--- src/rtl/flash_ctl_pkg.sv ---
package flash_ctl_pkg;
  localparam logic [7:0] KEY_LO   = 8'hAA;
  localparam logic [7:0] KEY_HI   = 8'h55;
  localparam logic [7:0] CMD_PROG = 8'hA0;
  localparam logic [7:0] CMD_ERS  = 8'h80;
  localparam logic [7:0] CMD_CHIP = 8'h10;
  localparam logic [7:0] CMD_SECT = 8'h30;
  localparam logic [7:0] CMD_SUSP = 8'hB0;

  typedef enum logic [2:0] {
    OP_NONE, OP_PROG, OP_SECT, OP_CHIP, OP_SUSP, OP_RESUME
  } op_e;

  typedef enum logic [2:0] {
    D_READ, D_K1, D_K2, D_PDATA, D_E0, D_E1, D_E2
  } dec_e;

  typedef enum logic [2:0] {
    P_IDLE, P_RUN, P_WR, P_VER, P_CHK
  } prg_e;

  typedef enum logic [2:0] {
    EP_IDLE, EP_WIN, EP_PRE, EP_PULSE, EP_ERASE, EP_VERIFY
  } eph_e;
endpackage

--- src/rtl/flash_array.sv ---
module flash_array #(
  parameter int AW = 7
) (
  input  logic          clk,
  input  logic          we,
  input  logic [AW-1:0] wa,
  input  logic [7:0]    wd,
  input  logic [AW-1:0] ra,
  output logic [7:0]    rq
);
  localparam int DEPTH = 1 << AW;
  logic [7:0] mem [DEPTH];

  always_ff @(posedge clk) begin
    if (we) mem[wa] <= wd;
    rq <= mem[ra];
  end
endmodule

--- src/rtl/flash_cmd_dec.sv ---
module flash_cmd_dec import flash_ctl_pkg::*; #(
  parameter int AW     = 7,
  parameter int KEY_A1 = 85,
  parameter int KEY_A2 = 42
) (
  input  logic          clk,
  input  logic          rst,
  input  logic          wr_en,
  input  logic [AW-1:0] wa,
  input  logic [7:0]    wd,
  input  logic          prog_busy,
  input  logic          ers_run,
  input  logic          ers_win,
  input  logic          ers_susp,
  output op_e           op,
  output logic [AW-1:0] op_addr,
  output logic [7:0]    op_data
);
  localparam logic [AW-1:0] A1 = AW'(KEY_A1);
  localparam logic [AW-1:0] A2 = AW'(KEY_A2);

  dec_e st;
  logic k1_hit, k2_hit;
  assign k1_hit = (wa == A1) && (wd == KEY_LO);
  assign k2_hit = (wa == A2) && (wd == KEY_HI);

  always_ff @(posedge clk) begin
    op <= OP_NONE;
    if (rst) begin
      st      <= D_READ;
      op_addr <= '0;
      op_data <= '0;
    end else if (wr_en) begin
      op_addr <= wa;
      op_data <= wd;
      if (prog_busy) begin
        st <= D_READ;
      end else if (ers_win) begin
        if (wd == CMD_SECT) op <= OP_SECT;
      end else if (ers_run) begin
        if (wd == CMD_SUSP) op <= OP_SUSP;
      end else begin
        unique case (st)
          D_READ:  if (ers_susp && wd == CMD_SECT) op <= OP_RESUME;
                   else if (k1_hit) st <= D_K1;
          D_K1:    st <= k2_hit ? D_K2 : D_READ;
          D_K2:    if (wa == A1 && wd == CMD_PROG) st <= D_PDATA;
                   else if (wa == A1 && wd == CMD_ERS && !ers_susp) st <= D_E0;
                   else st <= D_READ;
          D_PDATA: begin op <= OP_PROG; st <= D_READ; end
          D_E0:    st <= k1_hit ? D_E1 : D_READ;
          D_E1:    st <= k2_hit ? D_E2 : D_READ;
          D_E2:    begin
                     if (wa == A1 && wd == CMD_CHIP) op <= OP_CHIP;
                     else if (wd == CMD_SECT) op <= OP_SECT;
                     st <= D_READ;
                   end
          default: st <= D_READ;
        endcase
      end
    end
  end

  AST_BUSY_NO_CMD: assert property (@(posedge clk) disable iff (rst)
    prog_busy |=> (op == OP_NONE));
endmodule

--- src/rtl/flash_seq.sv ---
module flash_seq import flash_ctl_pkg::*; #(
  parameter int AW        = 7,
  parameter int NSECT     = 32,
  parameter int NGRP      = 8,
  parameter int PROG_CYC  = 24,
  parameter int PULSE_CYC = 40,
  parameter int VER_CYC   = 8,
  parameter int WIN_CYC   = 16
) (
  input  logic             clk,
  input  logic             rst,
  input  op_e              op,
  input  logic [AW-1:0]    op_addr,
  input  logic [7:0]       op_data,
  input  logic [NGRP-1:0]  prot_mask,
  input  logic             unprot,
  input  logic [7:0]       rd_q,
  output logic             prog_busy,
  output logic             ers_run,
  output logic             ers_win,
  output logic             ers_susp,
  output logic [NSECT-1:0] ers_mask,
  output logic             poll_bit,
  output logic [AW-1:0]    prog_addr,
  output logic             mem_we,
  output logic [AW-1:0]    mem_wa,
  output logic [7:0]       mem_wd
);
  localparam int SW  = $clog2(NSECT);
  localparam int SPG = NSECT / NGRP;
  localparam int CW  = $clog2(PROG_CYC + PULSE_CYC + VER_CYC + WIN_CYC + 1) + 1;

  logic [NSECT-1:0] open_mask;
  for (genvar i = 0; i < NSECT; i++) begin : g_open
    assign open_mask[i] = unprot || !prot_mask[i / SPG];
  end

  prg_e pst;
  eph_e eph;
  logic [CW-1:0] pcnt, ecnt;
  logic [7:0] pdata, ptarget;
  logic [AW-1:0] waddr;
  logic [SW-1:0] op_sect;
  logic e_we;

  assign op_sect   = op_addr[AW-1 -: SW];
  assign prog_busy = (pst != P_IDLE);
  assign ers_win   = (eph == EP_WIN);
  assign ers_run   = (eph != EP_IDLE) && (eph != EP_WIN) && !ers_susp;
  assign poll_bit  = pdata[7];
  assign e_we      = ers_run && (eph == EP_PRE || eph == EP_ERASE)
                     && ers_mask[waddr[AW-1 -: SW]];
  assign mem_we    = (pst == P_WR) || e_we;
  assign mem_wa    = (pst == P_WR) ? prog_addr : waddr;
  assign mem_wd    = (pst == P_WR) ? (rd_q & pdata) : ((eph == EP_PRE) ? 8'h00 : 8'hFF);

  // program sequence: wait, write, read back, compare
  always_ff @(posedge clk) begin
    if (rst) begin
      pst       <= P_IDLE;
      pcnt      <= '0;
      pdata     <= '1;
      ptarget   <= '0;
      prog_addr <= '0;
    end else begin
      unique case (pst)
        P_IDLE: if (op == OP_PROG && open_mask[op_sect] && !ers_run && !ers_win
                    && !(ers_susp && ers_mask[op_sect])) begin
                  pst       <= P_RUN;
                  prog_addr <= op_addr;
                  pdata     <= op_data;
                  pcnt      <= CW'(PROG_CYC);
                end
        P_RUN:  if (pcnt == '0) pst <= P_WR; else pcnt <= pcnt - 1'b1;
        P_WR:   begin ptarget <= rd_q & pdata; pst <= P_VER; end
        P_VER:  pst <= P_CHK;
        P_CHK:  pst <= (rd_q == ptarget) ? P_IDLE : P_WR;
        default: pst <= P_IDLE;
      endcase
    end
  end

  // erase sequence: window, preprogram walk, pulse, erase walk, verify
  always_ff @(posedge clk) begin
    if (rst) begin
      eph      <= EP_IDLE;
      ers_mask <= '0;
      ers_susp <= 1'b0;
      ecnt     <= '0;
      waddr    <= '0;
    end else begin
      if (op == OP_SUSP && ers_run) ers_susp <= 1'b1;
      if (op == OP_RESUME && ers_susp && pst == P_IDLE) ers_susp <= 1'b0;
      unique case (eph)
        EP_IDLE: if (pst == P_IDLE && op == OP_SECT) begin
                   ers_mask <= open_mask & (NSECT'(1) << op_sect);
                   ecnt     <= CW'(WIN_CYC);
                   eph      <= EP_WIN;
                 end else if (pst == P_IDLE && op == OP_CHIP) begin
                   ers_mask <= open_mask;
                   waddr    <= '0;
                   eph      <= EP_PRE;
                 end
        EP_WIN:  if (op == OP_SECT) begin
                   ers_mask[op_sect] <= ers_mask[op_sect] | open_mask[op_sect];
                   ecnt <= CW'(WIN_CYC);
                 end else if (ecnt == '0) begin
                   waddr <= '0;
                   eph   <= (|ers_mask) ? EP_PRE : EP_IDLE;
                 end else ecnt <= ecnt - 1'b1;
        EP_PRE:  if (!ers_susp) begin
                   waddr <= waddr + 1'b1;
                   if (&waddr) begin eph <= EP_PULSE; ecnt <= CW'(PULSE_CYC); end
                 end
        EP_PULSE: if (!ers_susp) begin
                   if (ecnt == '0) begin eph <= EP_ERASE; waddr <= '0; end
                   else ecnt <= ecnt - 1'b1;
                 end
        EP_ERASE: if (!ers_susp) begin
                   waddr <= waddr + 1'b1;
                   if (&waddr) begin eph <= EP_VERIFY; ecnt <= CW'(VER_CYC); end
                 end
        EP_VERIFY: if (!ers_susp) begin
                   if (ecnt == '0) begin eph <= EP_IDLE; ers_mask <= '0; end
                   else ecnt <= ecnt - 1'b1;
                 end
        default: eph <= EP_IDLE;
      endcase
    end
  end

  AST_PROT_NO_WRITE: assert property (@(posedge clk) disable iff (rst)
    mem_we |-> open_mask[mem_wa[AW-1 -: SW]]);
  AST_SUSP_FREEZE: assert property (@(posedge clk) disable iff (rst)
    (ers_susp && mem_we) |-> !ers_mask[mem_wa[AW-1 -: SW]]);
  AST_PROG_ERS_EXCL: assert property (@(posedge clk) disable iff (rst)
    prog_busy |-> !ers_run);
  AST_VERIFY_PASS: assert property (@(posedge clk) disable iff (rst)
    (pst == P_CHK) |-> (rd_q == ptarget));
endmodule

--- src/rtl/flash_ctl.sv ---
module flash_ctl import flash_ctl_pkg::*; #(
  parameter int NSECT      = 32,
  parameter int SECT_BYTES = 4,
  parameter int NGRP       = 8,
  parameter int PROG_CYC   = 24,
  parameter int PULSE_CYC  = 40,
  parameter int VER_CYC    = 8,
  parameter int WIN_CYC    = 16,
  parameter int KEY_A1     = 85,
  parameter int KEY_A2     = 42,
  localparam int AW        = $clog2(NSECT * SECT_BYTES),
  localparam int SW        = $clog2(NSECT)
) (
  input  logic            clk,
  input  logic            rst,
  input  logic            ce_n,
  input  logic            we_n,
  input  logic            oe_n,
  input  logic [AW-1:0]   addr,
  input  logic [7:0]      din,
  output logic [7:0]      dout,
  output logic            ready,
  input  logic            low_vcc,
  input  logic [NGRP-1:0] prot_mask,
  input  logic            unprot_tmp
);
  logic wr_req, rd_req;
  assign wr_req = !ce_n && !we_n && oe_n && !low_vcc;
  assign rd_req = !ce_n && !oe_n && we_n;

  op_e dec_op;
  logic [AW-1:0] op_addr, prog_addr, mem_wa, rd_addr;
  logic [7:0] op_data, mem_wd, rq;
  logic [NSECT-1:0] ers_mask;
  logic prog_busy, ers_run, ers_win, ers_susp, poll_bit, mem_we, busy;

  flash_cmd_dec #(.AW(AW), .KEY_A1(KEY_A1), .KEY_A2(KEY_A2)) u_dec (
    .clk, .rst, .wr_en(wr_req), .wa(addr), .wd(din),
    .prog_busy, .ers_run, .ers_win, .ers_susp,
    .op(dec_op), .op_addr, .op_data);

  flash_seq #(.AW(AW), .NSECT(NSECT), .NGRP(NGRP), .PROG_CYC(PROG_CYC),
    .PULSE_CYC(PULSE_CYC), .VER_CYC(VER_CYC), .WIN_CYC(WIN_CYC)) u_seq (
    .clk, .rst, .op(dec_op), .op_addr, .op_data, .prot_mask, .unprot(unprot_tmp),
    .rd_q(rq), .prog_busy, .ers_run, .ers_win, .ers_susp, .ers_mask, .poll_bit,
    .prog_addr, .mem_we, .mem_wa, .mem_wd);

  assign rd_addr = prog_busy ? prog_addr : addr;

  flash_array #(.AW(AW)) u_arr (
    .clk, .we(mem_we), .wa(mem_wa), .wd(mem_wd), .ra(rd_addr), .rq);

  assign busy = prog_busy || ers_run || ers_win;

  logic rd_v, use_stat, tog;
  logic [7:0] stat_q;

  always_ff @(posedge clk) begin
    if (rst) begin
      ready    <= 1'b1;
      rd_v     <= 1'b0;
      use_stat <= 1'b0;
      stat_q   <= '0;
      tog      <= 1'b0;
      dout     <= '0;
    end else begin
      ready <= !busy;
      rd_v  <= rd_req;
      if (rd_req) begin
        if (busy) begin
          use_stat <= 1'b1;
          stat_q   <= {prog_busy ? ~poll_bit : 1'b0, tog, 6'b0};
          tog      <= ~tog;
        end else if (ers_susp && ers_mask[addr[AW-1 -: SW]]) begin
          use_stat <= 1'b1;
          stat_q   <= 8'h80;
        end else begin
          use_stat <= 1'b0;
        end
      end
      if (rd_v) dout <= use_stat ? stat_q : rq;
    end
  end

  AST_LOWV_BLOCK: assert property (@(posedge clk) disable iff (rst)
    low_vcc |=> (dec_op == OP_NONE));
endmodule

--- config.mk ---
export PLATFORM = sky130hd
export DESIGN_NAME = flash_ctl
export DESIGN_NICKNAME = d
export VERILOG_FILES = /design/src/rtl/flash_ctl_pkg.sv /design/src/rtl/flash_array.sv /design/src/rtl/flash_cmd_dec.sv /design/src/rtl/flash_seq.sv /design/src/rtl/flash_ctl.sv
export SDC_FILE = /design/constraint.sdc
export NUM_CORES = 2
export LEC_CHECK = 0
export ABC_AREA = 1
export BUFFER_PORTS_ARGS = -buffer_cell sky130_fd_sc_hd__buf_2
export CORE_MARGIN = 2
export CORE_UTILIZATION = 31
export DETAILED_ROUTE_END_ITERATION = 10
export PLACE_DENSITY = 0.48
export SETUP_SLACK_MARGIN = 0.4
export SYNTH_ARGS = -nofsm -noshare
export SYNTH_HDL_FRONTEND = slang
export SYNTH_SLANG_ARGS = --single-unit
export TNS_END_PERCENT = 30
--- constraint.sdc ---
create_clock -name clk -period 3.4 [get_ports clk]
set_clock_uncertainty 0.15 [all_clocks]
set_input_delay 0 -clock clk [delete_from_list [all_inputs] [get_ports clk]]
set_output_delay 0 -clock clk [all_outputs]
set_load 0.02 [all_outputs]
==> impl_metrics.prom <==
# TYPE chip_impl_metric gauge
chip_impl_metric{name="vias",unit=""} 40032
chip_impl_metric{name="fmax",unit="GHz"} 0.338
chip_impl_metric{name="initial_utilization",unit="%"} 31.2
chip_impl_metric{name="pwr_density_cell",unit="mW/mm^2"} 680
chip_impl_metric{name="route.detailed.vias_per_inst",unit=""} 4.76
chip_impl_metric{name="critPathArrivalTime",unit="ns"} 3.54
chip_impl_metric{name="final_design_area_no_fill",unit="mm^2"} 0.0632
chip_impl_metric{name="fin_total_pwr",unit="mW"} 43.0
chip_impl_metric{name="numPlacedInstances",unit=""} 8099
chip_impl_metric{name="antenna_found_initial",unit=""} 2
chip_impl_metric{name="totalWireLength",unit="mm"} 172
chip_impl_metric{name="drc_violations_left",unit=""} 0
chip_impl_metric{name="num-nets-final",unit=""} 6034
chip_impl_info{name="tritoncts",value="done"} 1
chip_impl_metric{name="initialDrtViolationCount",unit=""} 3802
chip_impl_metric{name="clk_pin_slew_worst_paths",unit="ns"} 0.06
chip_impl_metric{name="switchingPower",unit="mW"} 14.8
chip_impl_metric{name="post_drt_wl_per_cell",unit="um"} 20.4
chip_impl_metric{name="groute.usage.overall",unit="%"} 19.0
chip_impl_metric{name="critPathMaxFanout",unit=""} 104
chip_impl_metric{name="ys.warnings.count",unit=""} 0
chip_impl_metric{name="core.rowCount",unit=""} 152
chip_impl_metric{name="clock_sink_count",unit=""} 1152
chip_impl_metric{name="synth-seq-cells",unit=""} 1152
chip_impl_metric{name="post-route-min-period",unit="ns"} 2.96
chip_impl_metric{name="final.period_utilization",unit="%"} 87.1
chip_impl_metric{name="synth.lib_cells_used.distinct",unit=""} 46
chip_impl_metric{name="timing_worst_slew_pin_value",unit="ns"} 0.826
chip_impl_metric{name="fp.coreArea",unit="mm^2"} 0.171
chip_impl_metric{name="worstSkewPairLatency",unit="ns"} 0.78
chip_impl_info{name="top_library_cells_by_usage_in_the_layout_fill_and_taps_aside",value="1,318 x nand2_1, 1,111 x nand3_1, 1,110 x inv_1, 1,024 x edfxtp_1, 307 x nor2_1"} 1
chip_impl_metric{name="gr-total-overflow",unit=""} 0
chip_impl_metric{name="leakagePower",unit="nW"} 26.1
chip_impl_metric{name="detailed_place.area",unit="mm^2"} 0.0577
chip_impl_metric{name="grt_max_degree",unit=""} 119
chip_impl_metric{name="clockPowerShare",unit="%"} 33.1
chip_impl_metric{name="antenna_violating_nets_post_route",unit=""} 0
chip_impl_metric{name="p_seq_share",unit="%"} 40.5
chip_impl_metric{name="clock_tree.buffer_depth",unit=""} 3
chip_impl_metric{name="die-height",unit="um"} 419
chip_impl_info{name="criticalPathCategory",value="reg -> reg"} 1
chip_impl_metric{name="irDropWorstVdd",unit="mV"} 0.467
chip_impl_metric{name="pre_repair_dr_iteration_count",unit=""} 5
chip_impl_metric{name="finalSetupViolCount",unit=""} 0
chip_impl_metric{name="drv.max_cap_violation_count",unit=""} 0
chip_impl_metric{name="final-instance-count-excl-fill",unit=""} 8414
chip_impl_metric{name="synthesis.area_per_instance",unit="um^2"} 9.28
chip_impl_metric{name="half_perimeter_wire_length_of_the_detailed_placement_result",unit="mm"} 103
chip_impl_metric{name="synth_seq_area_share",unit="%"} 62.4
chip_impl_metric{name="comb_power_share",unit="%"} 26.4
chip_impl_info{name="outcome",value="completed"} 1
chip_impl_metric{name="relSlewSlack",unit="%"} 44.4
chip_impl_metric{name="timing.setup.tns",unit="ns"} 0
chip_impl_metric{name="netSwitchingFraction",unit="%"} 34.4
chip_impl_info{name="ctsRootBufferMaster",value="clkbuf_16"} 1
chip_impl_metric{name="final-hold-violation-count",unit=""} 0
chip_impl_metric{name="power.internal",unit="mW"} 28.2
chip_impl_info{name="cp-end-kind",value="flip-flop"} 1
chip_impl_metric{name="portBuffers",unit=""} 38
chip_impl_metric{name="final.fill_count",unit=""} 17286
chip_impl_metric{name="drive_gt1_share",unit="%"} 9.85
chip_impl_metric{name="floorplan.die_area",unit="mm^2"} 0.176
chip_impl_info{name="unrepaired_setup_endpoints_after_global_routing",value="true"} 1
chip_impl_info{name="hold_path.class",value="in -> reg"} 1
chip_impl_metric{name="die_w",unit="um"} 419
chip_impl_metric{name="timing.final.max_slew_violations",unit=""} 0
chip_impl_info{name="largestRegisters",value="u_arr.mem: 1024 flops, u_seq.ers_mask: 32 flops"} 1
chip_impl_metric{name="first_pass_grt_wire_length",unit="mm"} 252
chip_impl_info{name="layout.cells.most_common",value="nand2_1"} 1
chip_impl_metric{name="holdWs",unit="ns"} 0.0745
chip_impl_info{name="critPathLaunchType",value="flip-flop"} 1
chip_impl_info{name="largest-register",value="u_arr.mem"} 1
chip_impl_metric{name="io-pin-count",unit=""} 39
chip_impl_metric{name="flip_flop_count_of_the_largest_register_all_copies_and_words_added",unit=""} 1024
chip_impl_metric{name="number_of_nets_produced_by_synthesis",unit=""} 5792
chip_impl_metric{name="area_delta_synth_final",unit="%"} 18.3
chip_impl_metric{name="cts_max_level",unit=""} 4
chip_impl_metric{name="post_synthesis_instance_total",unit=""} 5757
chip_impl_metric{name="grt_pass1_vias",unit=""} 38500
chip_impl_metric{name="post_synth_instance_area",unit="mm^2"} 0.0534
chip_impl_metric{name="tritoncts_buffer_count",unit=""} 135
chip_impl_metric{name="gp_routability_congestion",unit=""} 0.881
chip_impl_metric{name="critPathRequiredTime",unit="ns"} 3.98
==> logic make-up after synthesis <==
logic type | after synthesis | synth area share, %
buffers and inverters | 1408 | 10.9
xor gates and xnor gates | 14 | 0.230
and+or+nand+nor | 2848 | 23.1
AOI/OAI and AO/OA | 330 | 3.30
adders and majority gates | 5 | 0.117
DFF | 1152 | 62.4
==> Yosys cell counts, drive strengths merged <==
master,count,area [um^2]
a211oi,8,60.1
a21o,1,7.51
a21oi,179,896
a22oi,1,7.51
a2bb2oi,1,8.76
a311oi,3,26.3
a31oi,3,18.8
a41oi,1,8.76
and3,3,18.8
buf,244,1460
clkbuf,39,146
clkinv,2,7.51
dfxtp,128,2560
edfxtp,1024,30700
ha,5,62.6
inv,1123,4220
nand2,1337,5050
nand3,1117,5600
nand3b,3,22.5
nand4,18,113
nor2,335,1300
nor3,17,90.1
nor3b,1,12.5
nor4,12,75.1
o211ai,8,60.1
o21a,3,22.5
o21ai,117,612
o22ai,3,18.8
o31ai,2,15.0
or2,5,31.3
xnor2,6,52.6
xor2,8,70.1
==> timing repair <==
| action | in CTS | in global routing |
|---|---|---|
| gates resized for setup | 8 | 57 |
| hold buffers | 60 | 0 |
| pin swaps | 0 | 4 |
| buffers inserted | 0 | 4 |
| cloned | 0 | 9 |
| hold endpoints to repair | 126 | 0 |
| endpoints found under the setup margin | 164 | 646 |
==> routing by layer <==
| metal | GRT usage [%] | share of wire, % |
|---|---|---|
| met1 | 26.9 | 46 |
| met2 | 30.6 | 46 |
| met3 | 2.59 | 5.5 |
| met4 | 4.88 | 2.1 |
| met5 | 0 | 0.0052 |
==> power groups by stage <==
stage	Combinational [mW]	Sequential, mW	Clock [mW]
global route	12.3	17.4	15.1
global placement	11.0	17.7	0
floorplan	6.30	17.7	0
CTS	11.0	17.4	14.6
finish	11.3	17.4	14.2
detailed placement	11.0	17.7	0
==> stage by stage <==
step	util, %	setup WS (ns)
floorplan	-	0.0597
global placement	33.7	0.152
detailed placement	33.7	0.184
CTS	36.6	0.337
global route	36.9	0.367
finish	36.9	0.439
==> critical path: stages, from the launching register on <==
cell     delay [ns]
dfxtp_1        0.35
nor2_4         0.25
nand2_8        0.18
o21ai_4        0.20
buf_12         0.15
buf_16         0.28
nand3_1        0.16
nand3_1        0.18
nand3_1        0.20
nand3_1        0.16
nand3_1        0.15
nand2_1        0.14
nand2_1        0.06
nand2_1        0.08
==> final timing paths <==
path / endpoint / startpoint / depth (start not counted) / slack, ns
setup / recovery: u_arr.rq[6] / u_seq.pst[0] / 13 / 0.44
hold reg to reg: tog / tog / 1 / 0.30
hold / removal: u_dec.op_addr[5] / addr[5] / 4 / 0.07
setup reg to reg: u_arr.rq[6] / u_seq.pst[0] / 13 / 0.44
==> cell type report <==
class | count | area, um^2 | area share [%]
sequential | 1152 | 33300 | 52.7
multi-input combinational | 3198 | 14600 | 23.1
inverter | 1125 | 4240 | 6.71
timing repair buffer | 387 | 3850 | 6.10
clock buffer | 171 | 3620 | 5.73
tap | 2310 | 2890 | 4.58
clock inverter | 70 | 689 | 1.09
antenna | 1 | 2.50 | 0.00396
Power figures use the tool's default switching activity.
